$ cat src/rtl/fam_pkg.sv
package fam_pkg;
  localparam int N_EVAL = 24;
  localparam int SEL_W  = 5;
  localparam int OFS_W  = 10;

  typedef enum logic [1:0] {
    ST_IDLE,
    ST_WAIT,
    ST_MEAS,
    ST_DONE
  } fam_state_e;
endpackage

$ cat src/rtl/fam_fall_det.sv
module fam_fall_det (
  input  logic clk_i,
  input  logic rst_ni,
  input  logic sig_i,
  output logic fall_o
);
  logic sig_q;

  always_ff @(posedge clk_i or negedge rst_ni) begin
    if (!rst_ni) sig_q <= 1'b0;
    else         sig_q <= sig_i;
  end

  assign fall_o = sig_q & ~sig_i;
endmodule

$ cat src/rtl/fam_eval_mux.sv
module fam_eval_mux #(
  parameter int N_EVAL = 24,
  parameter int SEL_W  = 5
) (
  input  logic [N_EVAL-1:0] eval_i,
  input  logic [SEL_W-1:0]  sel_i,
  output logic              line_o
);
  logic [N_EVAL-1:0] low_hit;

  for (genvar g = 0; g < N_EVAL; g++) begin : g_line
    assign low_hit[g] = (sel_i == SEL_W'(g)) & ~eval_i[g];
  end

  // out-of-range index reads as a line that never falls
  assign line_o = ~|low_hit;
endmodule

$ cat src/rtl/fam_arm_ctl.sv
module fam_arm_ctl (
  input  logic clk_i,
  input  logic rst_ni,
  input  logic start_i,
  input  logic fp_fall_i,
  output logic trig_o
);
  logic       start_q;
  logic [1:0] low_edges;
  logic       armed;

  always_ff @(posedge clk_i or negedge rst_ni) begin
    if (!rst_ni) begin
      start_q   <= 1'b0;
      low_edges <= 2'd0;
    end else begin
      start_q <= start_i;
      if (start_i)                           low_edges <= 2'd0;
      else if (fp_fall_i && low_edges != 2'd2) low_edges <= low_edges + 2'd1;
    end
  end

  // two boundaries seen while low = one whole frame low
  assign armed  = (low_edges == 2'd2);
  assign trig_o = start_i & ~start_q & armed;
endmodule

$ cat src/rtl/fam_meas_core.sv
module fam_meas_core
  import fam_pkg::*;
#(
  parameter int OFS_W = 10
) (
  input  logic             clk_i,
  input  logic             rst_ni,
  input  logic             trig_i,
  input  logic             start_i,
  input  logic             fp_fall_i,
  input  logic             ev_fall_i,
  output logic             done_o,
  output logic [OFS_W-1:0] ofs_o
);
  localparam logic [OFS_W-1:0] OFS_MAX = '1;

  fam_state_e       state;
  logic [OFS_W-1:0] cnt, cnt_inc, cap;
  logic             hit;

  assign cnt_inc = (cnt == OFS_MAX) ? cnt : cnt + OFS_W'(1);

  always_ff @(posedge clk_i or negedge rst_ni) begin
    if (!rst_ni) begin
      state  <= ST_IDLE;
      cnt    <= '0;
      cap    <= '0;
      hit    <= 1'b0;
      done_o <= 1'b0;
      ofs_o  <= '0;
    end else begin
      case (state)
        ST_IDLE: if (trig_i) state <= ST_WAIT;
        ST_WAIT: begin
          if (!start_i) state <= ST_IDLE;
          else if (fp_fall_i) begin
            state <= ST_MEAS;
            cnt   <= '0;
            cap   <= '0;
            hit   <= ev_fall_i;
          end
        end
        ST_MEAS: begin
          if (!start_i) state <= ST_IDLE;
          else if (fp_fall_i) begin
            state  <= ST_DONE;
            done_o <= 1'b1;
            ofs_o  <= hit ? cap : OFS_MAX;
          end else begin
            cnt <= cnt_inc;
            if (ev_fall_i && !hit) begin
              hit <= 1'b1;
              cap <= cnt_inc;
            end
          end
        end
        ST_DONE: begin
          if (!start_i) begin
            state  <= ST_IDLE;
            done_o <= 1'b0;
          end
        end
        default: state <= ST_IDLE;
      endcase
    end
  end
endmodule

$ cat src/rtl/frame_align_meas.sv
module frame_align_meas
  import fam_pkg::*;
#(
  parameter int N_EVAL_P = N_EVAL,
  parameter int SEL_W_P  = SEL_W,
  parameter int OFS_W_P  = OFS_W
) (
  input  logic                clk_i,
  input  logic                rst_ni,
  input  logic                frame_i,
  input  logic [N_EVAL_P-1:0] eval_i,
  input  logic [SEL_W_P-1:0]  sel_i,
  input  logic                start_i,
  output logic                done_o,
  output logic [OFS_W_P-1:0]  offset_o
);
  logic fp_fall, ev_line, ev_fall, trig;

  fam_fall_det u_fp_det (
    .clk_i (clk_i),
    .rst_ni(rst_ni),
    .sig_i (frame_i),
    .fall_o(fp_fall)
  );

  fam_eval_mux #(
    .N_EVAL(N_EVAL_P),
    .SEL_W (SEL_W_P)
  ) u_mux (
    .eval_i(eval_i),
    .sel_i (sel_i),
    .line_o(ev_line)
  );

  fam_fall_det u_ev_det (
    .clk_i (clk_i),
    .rst_ni(rst_ni),
    .sig_i (ev_line),
    .fall_o(ev_fall)
  );

  fam_arm_ctl u_arm (
    .clk_i    (clk_i),
    .rst_ni   (rst_ni),
    .start_i  (start_i),
    .fp_fall_i(fp_fall),
    .trig_o   (trig)
  );

  fam_meas_core #(
    .OFS_W(OFS_W_P)
  ) u_core (
    .clk_i    (clk_i),
    .rst_ni   (rst_ni),
    .trig_i   (trig),
    .start_i  (start_i),
    .fp_fall_i(fp_fall),
    .ev_fall_i(ev_fall),
    .done_o   (done_o),
    .ofs_o    (offset_o)
  );
endmodule

$ cat config.mk
export PLATFORM = sky130hd
export DESIGN_NAME = frame_align_meas
export DESIGN_NICKNAME = d
export VERILOG_FILES = /design/src/rtl/fam_pkg.sv /design/src/rtl/fam_fall_det.sv /design/src/rtl/fam_eval_mux.sv /design/src/rtl/fam_arm_ctl.sv /design/src/rtl/fam_meas_core.sv /design/src/rtl/frame_align_meas.sv
export SDC_FILE = /design/constraint.sdc
export NUM_CORES = 1
export LEC_CHECK = 0
export BUFFER_PORTS_ARGS = -buffer_cell sky130_fd_sc_hd__buf_2
export CAP_MARGIN = 20
export CORE_MARGIN = 1.5
export CORE_UTILIZATION = 49
export DETAILED_ROUTE_END_ITERATION = 16
export GPL_TIMING_DRIVEN = 0
export PLACE_DENSITY = 0.79
export REMOVE_ABC_BUFFERS = 1
export SYNTH_ARGS = -nofsm -noshare
export SYNTH_HDL_FRONTEND = slang
export SYNTH_SLANG_ARGS = --single-unit
$ cat constraint.sdc
create_clock -name clk_i -period 1.71 [get_ports clk_i]
set_input_delay 0 -clock clk_i [delete_from_list [all_inputs] [get_ports clk_i]]
set_output_delay 0 -clock clk_i [all_outputs]
set_load 0.01 [all_outputs]
==> impl_summary.txt, run 1 <==
----------------------------------------------------
[Drt]
  Count of antenna-violating nets left after detailed routing ... 0
  DR vias ... 1757
  Final wirelength ... 4215 µm
  Drt wl/cell ... about 13 µm
  Drt via density ... between 5 and 6
  Length of the first detailed-routing pass in iterations ... 4
  Drt drc ... 0
  Initial DRC Count ... just under 100

[CTS]
  TritonCTS clock tree ... built
  H-tree Lvls ... 2
  Total clock sinks ... 39
  Root buf cell ... sky130_fd_sc_hd__clkbuf_8
  Maximum buffer depth of the clock tree ... 2
  CTS buffer count ... 5
  Worst-Skew Late Latency ... between 200 and 300 ps
  CTS clock-pin slew for the worst setup and hold paths ... roughly 80 ps

[Die]
  Cell Rows ... 23
  Standard cell core area ... 0.004058 mm²
  Ports placed on the boundary ... 44
  Effective utilization at floorplan ... 0.5165
  Die Y ... between 60 and 70 µm
  Die span in x ... 68.40 µm
  Total die area ... approximately 0.0047 mm²

[STA]
  Final setup violation count ... 0
  Slew at the pin closest to its max-slew limit ... 848.1 ps
  Ratio of final minimum period to clock period ... 0.9908
  Max-slew headroom at the worst pin ... 0.4346
  Final hold violation count ... 0
  Worst clock skew on the final layout ... just under 8 ps
  Post-layout worst setup margin ... between 15 and 20 ps
  Final TNS setup ... 0 ps
  Setup repair after global routing missed its margin ... true
  Clock period minus final worst setup slack ... about 1700 ps
  Maximum clock frequency ... 590.2 MHz
  Final Max Slew Viols ... 0

[Outcome]
  Result of the run ... completed

[Synthesis]
  Area of the mapped netlist ... between 0.002 and 0.0025 mm²
  Proportion of synthesized chip area in sequential cells ... 0.4657
  Mapped Cells ... approximately 210
  Top cell types by occurrence after synthesis ... sky130_fd_sc_hd__dfrtp_1 (39), sky130_fd_sc_hd__o21ai_0 (30), sky130_fd_sc_hd__nor2_1 (16), sky130_fd_sc_hd__inv_1 (15), sky130_fd_sc_hd__nand2_1 (14)
  Library cell with the largest summed area after synthesis ... sky130_fd_sc_hd__dfrtp_1
  Post-synthesis async set-or-reset flop share ... 1.000
  Number of flip-flops and latches in the synthesized netlist ... 39
  Unique cell type count in the Yosys netlist ... 45
  Post-synth top area share ... 0.4657
  Synthesis Warnings ... 0
  Number of flops mapped to enable cells by yosys ... 0
  Predominant post-synthesis flop cell ... sky130_fd_sc_hd__dfrtp_1
  Mean Syn Cell Area ... approximately 9.8 µm²
  Cell with the most instances after synthesis ... sky130_fd_sc_hd__dfrtp_1
  Cell types with the largest area share after synthesis ... sky130_fd_sc_hd__dfrtp_1 (47%), sky130_fd_sc_hd__o21ai_0 (7.2%), sky130_fd_sc_hd__a22o_1 (5.0%)

[Power and ir drop]
  Switching power as a share of total power ... 0.2377
  Worst IR Drop VDD ... roughly 0.36 mV
  Fraction of power consumed by sequential logic ... 0.486
  Fraction of power consumed by the clock network ... 0.389
  Cell internal power dissipation ... 1.564 mW
  NetSw ... ~0.49 mW
  Relative contribution of combinational cells to total power ... 0.125
  Areal power density over the cells ... between 700 and 800 mW/mm²
  Leakage power summed over all cells ... 1.223 nW

[Setup path]
  Required time worst endpoint ... ~1900 ps
  Worst Setup End Kind ... register
  Reg-to-reg setup timing slack ... about 16 ps
  Setup CP Type ... register to register
  Crit path cell chain ... ha_2, nand2_2, or3_4, a31oi_1, o21ai_0, o31ai_1
  Critical path's slowest cell ... sky130_fd_sc_hd__or3_4
  Largest fanout on the critical path ... 8
  Arrival time at the worst endpoint ... roughly 1900 ps
  Kind of cell adding the most delay to the critical path ... simple AND/OR/NAND/NOR gates
  Endpoint of the lowest-slack register-to-register path ... u_core.cnt[4]
  Startpoint of the lowest-slack register-to-register path ... u_core.cnt[0]
  Kind of launch point of the worst setup path ... register
  Crit path largest cell delay ... ~440 ps
  FF-to-FF path depth ... 6
  Crit path buffers/inverters ... 0

[Worst hold path]
  Worst min-delay path class ... input pin to register
  Worst min-delay path endpoint ... u_ev_det.sig_q
  Number of stages on the worst hold path ... 4
  Startpoint of the lowest-slack hold path ... sel_i[4]

[Global routing]
  Remaining global-route overflow ... 0
  Wire length of the first global-routing pass ... around 7000 µm
  Antenna violations before repair ... 0
  Largest net degree at the start of global routing ... 40
  Combined global-route utilization of all metal layers ... 0.2003
  Number of global-route vias before repair ... 1625

[Placement]
  Detail Placement HPWL ... between 2000 and 3000 µm
  Post-Place Setup Slack ... -367.9 ps
  Port Buf Inserts ... 43
  Global placer's final weighted congestion ... around 0.9

[Job]
  Maximum Capacitance Violations ... 0

[Cells and area]
  Number of antenna diodes ... 0
  Final #Nets ... between 200 and 300
  Fraction of layout cells with a size suffix above 1 ... 0.3585
  Utilization after layout ... 0.6466
  Synth-to-Final Area Change ... 25.19%

----------------------------------------------------
sequential cells by signal, summed over array words and instances (netlist names):
| register | cells |
|---|---|
| u_core.cap | 10 |
| u_core.cnt | 10 |
| u_core.ofs_o | 10 |
| u_arm.low_edges | 2 |
| u_core.state | 2 |
| u_arm.start_q | 1 |
| u_core.done_o | 1 |
| u_core.hit | 1 |
| u_ev_det.sig_q | 1 |
| u_fp_det.sig_q | 1 |
cell type report:
class,instances,area [µm²]
Fill cell,308,1434
Multi-Input combinational cell,147,1086
Sequential cell,39,980.9
Timing Repair Buffer,56,320.3
Clock buffer,6,82.58
Tap cell,50,62.56
Inverter,15,56.30
Clock inverter,2,35.03
logic make-up after synthesis:
logic type	Yosys count	share of synthesized area
AO/OA/AOI/OAI	65	0.1988
adder cells (fa/ha/maj)	2	0.01194
flip-flops	39	0.4657
XOR/XNOR	5	0.02089
AND/OR/NAND/NOR	63	0.1588
multiplexers	12	0.08239
buffers and inverters	28	0.06149
placed cells by master (no fill, tap or decap), types with 4 or more instances in the layout:
master and instances:
sky130_fd_sc_hd__buf_2 43, sky130_fd_sc_hd__dfrtp_1 35, sky130_fd_sc_hd__o21ai_0 30, sky130_fd_sc_hd__inv_1 15, sky130_fd_sc_hd__nor2_1 13, sky130_fd_sc_hd__nand2_1 12, sky130_fd_sc_hd__a22o_1 12, sky130_fd_sc_hd__buf_4 10
sky130_fd_sc_hd__a21oi_1 8, sky130_fd_sc_hd__mux2_2 6, sky130_fd_sc_hd__clkbuf_8 6, sky130_fd_sc_hd__nand3_1 4, sky130_fd_sc_hd__xnor2_1 4, sky130_fd_sc_hd__a31oi_1 4, sky130_fd_sc_hd__dfrtp_2 4
tightest hold or removal path, stage by stage:
cell and delay [ps]:
sky130_fd_sc_hd__buf_2 100, sky130_fd_sc_hd__nand3b_1 120, sky130_fd_sc_hd__o21ai_2 110, sky130_fd_sc_hd__inv_1 60
through the flow:
| step | hold slack (ps) | power, mW | area [µm²] | std cells |
|---|---|---|---|---|
| finish | 130.7 | 2.052 | 2624 | 315 |
| global route | 161.3 | 2.142 | 2624 | 315 |
| CTS | 109.4 | 2.047 | 2536 | 308 |
| detailed placement | 136.1 | 1.240 | 2301 | 294 |
| global placement | 131.8 | 1.231 | 2301 | 294 |
| floorplan | -295.6 | 1.132 | 2023 | 201 |
power groups by stage:
stage | Sequential, mW | Combinational, mW | Clock, mW
5_1_grt | 1.00 | 0.290 | 0.848
3_5_place_dp | 1.01 | 0.227 | 0
2_1_floorplan | 1.02 | 0.116 | 0
3_3_place_gp | 1.01 | 0.221 | 0
6_report | 0.997 | 0.256 | 0.798
4_1_cts | 0.995 | 0.239 | 0.813
metal layers:
metal  vias to the layer above  wire length [µm]  GRT usage
li1                        866                 -          -
met1                       816              1797     0.2293
met2                        63              2058     0.3474
met3                        12               220    0.05263
met4                         0               140    0.09000
met5                         -                 0          0
repair_timing:
item / CTS / global route
pin swaps: 3 / 3
hold buffers: 3 / 0
buffers inserted: 3 / 7
hold endpoints to repair: 43 / 0
endpoints found under the setup margin: 30 / 23
gates resized for setup: 19 / 10
worst max-delay path by stage:
stage / startpoint / to / slack (ps) / cells past startpoint
floorplan: u_core.cnt[0] / u_core.cnt[5] / -80 / 7
global placement: u_core.state[0] / u_core.cap[8] / -350 / 6
detailed placement: u_core.state[0] / u_core.cap[8] / -370 / 6
CTS: u_core.state[0] / u_core.cap[5] / 0.9 / 6
global route: u_core.cnt[0] / u_core.cnt[4] / -70 / 6
finish: u_core.cnt[0] / u_core.cnt[4] / 20 / 6
Power figures use the tool's default switching activity.
==> inputs of run 2 (changes only) <==
- ABC_AREA: unset -> 1
- PLACE_DENSITY: 0.79 -> 0.78
==> run 2 against run 1 <==
Compared with the run above: wire length grew 13%; worst setup slack gained 17 ps; via count grew 21%; worst hold slack gained 12 ps; combinational power grew 53%; first-iteration DRC count grew 51%; fmax grew 1.0%; die area grew 5.3%; cell count grew 34%; critical path type unchanged; largest cell class unchanged.
==> impl_summary.txt, run 2 <==
----------------------------------------------------
[CTS]
  CTS clock-pin slew for the worst setup and hold paths ... 80 ps
  Maximum buffer depth of the clock tree ... 2
  H-tree Lvls ... 2
  TritonCTS clock tree ... built
  Worst-Skew Late Latency ... around 300 ps
  Total clock sinks ... 39
  CTS buffer count ... 5
  Root buf cell ... sky130_fd_sc_hd__clkbuf_8

[Placement]
  Global placer's final weighted congestion ... approximately 0.86
  Post-Place Setup Slack ... -318.1 ps
  Number of cells after detailed placement ... 397
  Port Buf Inserts ... 43
  Placed cell areas ... between 0.002 and 0.0025 mm²
  Detail Placement HPWL ... ~3200 µm

[STA]
  Slew at the pin closest to its max-slew limit ... 849.8 ps
  Max-slew headroom at the worst pin ... 0.4335
  Final-layout worst hold slack ... ~140 ps
  Ratio of final minimum period to clock period ... 0.9809
  Final TNS setup ... 0 ps
  Clock period minus final worst setup slack ... ~1700 ps
  Post-layout worst setup margin ... about 33 ps
  Final hold violation count ... 0
  Final setup violation count ... 0
  Setup repair after global routing missed its margin ... true
  Final Max Slew Viols ... 0
  Worst clock skew on the final layout ... between 4 and 5 ps
  Maximum clock frequency ... 596.2 MHz

[Power and ir drop]
  Worst IR Drop VDD ... ~0.41 mV
  Leakage power summed over all cells ... about 1.5 nW
  Areal power density over the cells ... 797.2 mW/mm²
  Total Power ... ~2.2 mW

[Worst hold path]
  Number of stages on the worst hold path ... 7
  Worst min-delay path class ... input pin to register
  Worst min-delay path endpoint ... u_ev_det.sig_q
  Startpoint of the lowest-slack hold path ... sel_i[4]

[Global routing]
  Antenna violations before repair ... 0
  Wire length of the first global-routing pass ... roughly 8100 µm
  Number of global-route vias before repair ... ~2000
  Remaining global-route overflow ... 0
  Combined global-route utilization of all metal layers ... 0.2009
  Largest net degree at the start of global routing ... 40

[Cells and area]
  Synth-to-Final Area Change ... 26.64%
  Fraction of layout cells with a size suffix above 1 ... 0.2656
  Most common cell after layout, fill and taps aside ... sky130_fd_sc_hd__nand2_1
  Fillers ... ~360
  Filler-free cell count of the finished design ... between 400 and 500
  Final #Nets ... 403
  Design area ... 0.002801 mm²
  Leading cell types in the layout, fill and taps excluded ... sky130_fd_sc_hd__nand2_1 (90), sky130_fd_sc_hd__buf_2 (43), sky130_fd_sc_hd__inv_1 (40)
  Utilization after layout ... 0.6434
  Leading registers by flop count ... u_core.cap (10), u_core.cnt (10), u_core.ofs_o (10)
  Number of antenna diodes ... 0

[Die]
  Standard cell core area ... around 0.0044 mm²
  Die span in x ... about 70 µm
  Cell Rows ... 24
  Ports placed on the boundary ... 44
  Die Y ... ~70 µm
  Effective utilization at floorplan ... 0.5080
  Total die area ... 0.004927 mm²

[Setup path]
  Endpoint of the lowest-slack register-to-register path ... u_core.cap[2]
  Largest fanout on the critical path ... 6
  Worst Setup End Kind ... register
  Required time worst endpoint ... between 1500 and 2000 ps
  Critical Path Start ... u_core.cnt[1]
  Setup CP Type ... register to register
  Reg-to-reg setup timing slack ... roughly 33 ps
  FF-to-FF path depth ... 11
  Arrival time at the worst endpoint ... between 1500 and 2000 ps
  Startpoint of the lowest-slack register-to-register path ... u_core.cnt[1]
  Kind of launch point of the worst setup path ... register

[Drt]
  Initial DRC Count ... roughly 150
  Count of antenna-violating nets left after detailed routing ... 0
  Drt drc ... 0
  Length of the first detailed-routing pass in iterations ... 4
  DR vias ... ~2100
  Drt wl/cell ... 11.33 µm
  Drt via density ... ~5.0
  Final wirelength ... 4772 µm

[Synthesis]
  Number of flip-flops and latches in the synthesized netlist ... 39
  Post-synth top area share ... 0.4412
  Cell types with the largest area share after synthesis ... sky130_fd_sc_hd__dfrtp_1 (44%), sky130_fd_sc_hd__nand2_1 (16%), sky130_fd_sc_hd__inv_1 (7.0%)
  Top cell types by occurrence after synthesis ... sky130_fd_sc_hd__nand2_1 (93), sky130_fd_sc_hd__inv_1 (41), sky130_fd_sc_hd__dfrtp_1 (39), sky130_fd_sc_hd__nor2_1 (28), sky130_fd_sc_hd__nand3_1 (26)
  Unique cell type count in the Yosys netlist ... 30
  Library cell with the largest summed area after synthesis ... sky130_fd_sc_hd__dfrtp_1
  Mean Syn Cell Area ... slightly above 7 µm²
  Number of flops mapped to enable cells by yosys ... 0
  Area of the mapped netlist ... around 0.0022 mm²
  Proportion of synthesized chip area in sequential cells ... 0.4412
  Predominant post-synthesis flop cell ... sky130_fd_sc_hd__dfrtp_1
  Post-synthesis async set-or-reset flop share ... 1.000
  Mapped Cells ... 308
  Synthesis Warnings ... 0
  Cell with the most instances after synthesis ... sky130_fd_sc_hd__nand2_1

[Job]
  Maximum Capacitance Violations ... 0

[Outcome]
  Result of the run ... completed

----------------------------------------------------
[run 2: cell types whose count changed after synthesis, moves of 6 or more]
cell / before / now
sky130_fd_sc_hd__nand2_1: 14 / 93
sky130_fd_sc_hd__inv_1: 15 / 41
sky130_fd_sc_hd__nand3_1: 5 / 26
sky130_fd_sc_hd__a22o_1: 12 / 0
sky130_fd_sc_hd__nor2_1: 16 / 28
sky130_fd_sc_hd__clkbuf_1: 9 / 3
sky130_fd_sc_hd__nand3b_1: 1 / 7
[run 2: worst max path at each step]
stage	end	slack [ps]	depth (start not counted)
after global placement	u_core.cnt[3]	-290	8
after floorplan	u_core.cnt[9]	80	8
after global routing	u_core.cap[7]	-110	11
after CTS	u_core.cap[1]	6	11
final	u_core.cap[2]	30	11
after detailed placement	u_core.cnt[6]	-320	8
[run 2: repair_timing]
item / CTS / global route
hold buffers: 3 / 0
buffers inserted: 5 / 8
hold endpoints to repair: 42 / 0
endpoints found under the setup margin: 32 / 30
pin swaps: 2 / 9
gates resized for setup: 11 / 20
[run 2: critical path, cell delays in order, from the launching register on]
cell and delay, ps:
sky130_fd_sc_hd__dfrtp_1 370, sky130_fd_sc_hd__ha_2 230, sky130_fd_sc_hd__nand3_4 110, sky130_fd_sc_hd__nor2_4 140
sky130_fd_sc_hd__nand2_2 90, sky130_fd_sc_hd__nor2_4 190, sky130_fd_sc_hd__inv_2 70, sky130_fd_sc_hd__nand2_2 60
sky130_fd_sc_hd__nor2_2 40, sky130_fd_sc_hd__nor3_2 140, sky130_fd_sc_hd__nand3_1 110, sky130_fd_sc_hd__nand2_1 70
[run 2: area by class of cell]
cell class | count | area (µm²) | share of cell area
well taps | 52 | 65.06 | 0.02322
flip-flops and latches | 39 | 975.9 | 0.3484
clock buffers | 5 | 68.82 | 0.02456
repair buffers | 59 | 342.8 | 0.1224
clock inverters | 3 | 43.79 | 0.01563
inverters | 44 | 170.2 | 0.06074
multi-input cells | 219 | 1135 | 0.4051
[run 2: cell families after synthesis]
logic type	count (synthesis)	synth area share
AOI/OAI and AO/OA	43	0.1041
xor gates and xnor gates	1	0.003960
DFF	39	0.4412
buffers and inverters	50	0.09219
adders and majority gates	2	0.01131
and+or+nand+nor	172	0.3422
muxes	1	0.005090
[run 2: power by group]
group / leakage [nW] / total [mW] / internal (mW) / switching, mW
registers: 0.524 / 1.07 / 1.01 / 0.0663
clock network: 0.0581 / 0.768 / 0.434 / 0.334
logic: 0.913 / 0.391 / 0.151 / 0.241
[run 2: per-layer routing]
metal / part of all wire / global-route usage
met5: 0 / 0
met3: 0.035 / 0.04185
met4: 0.016 / 0.06624
met2: 0.51 / 0.3481
met1: 0.44 / 0.2495
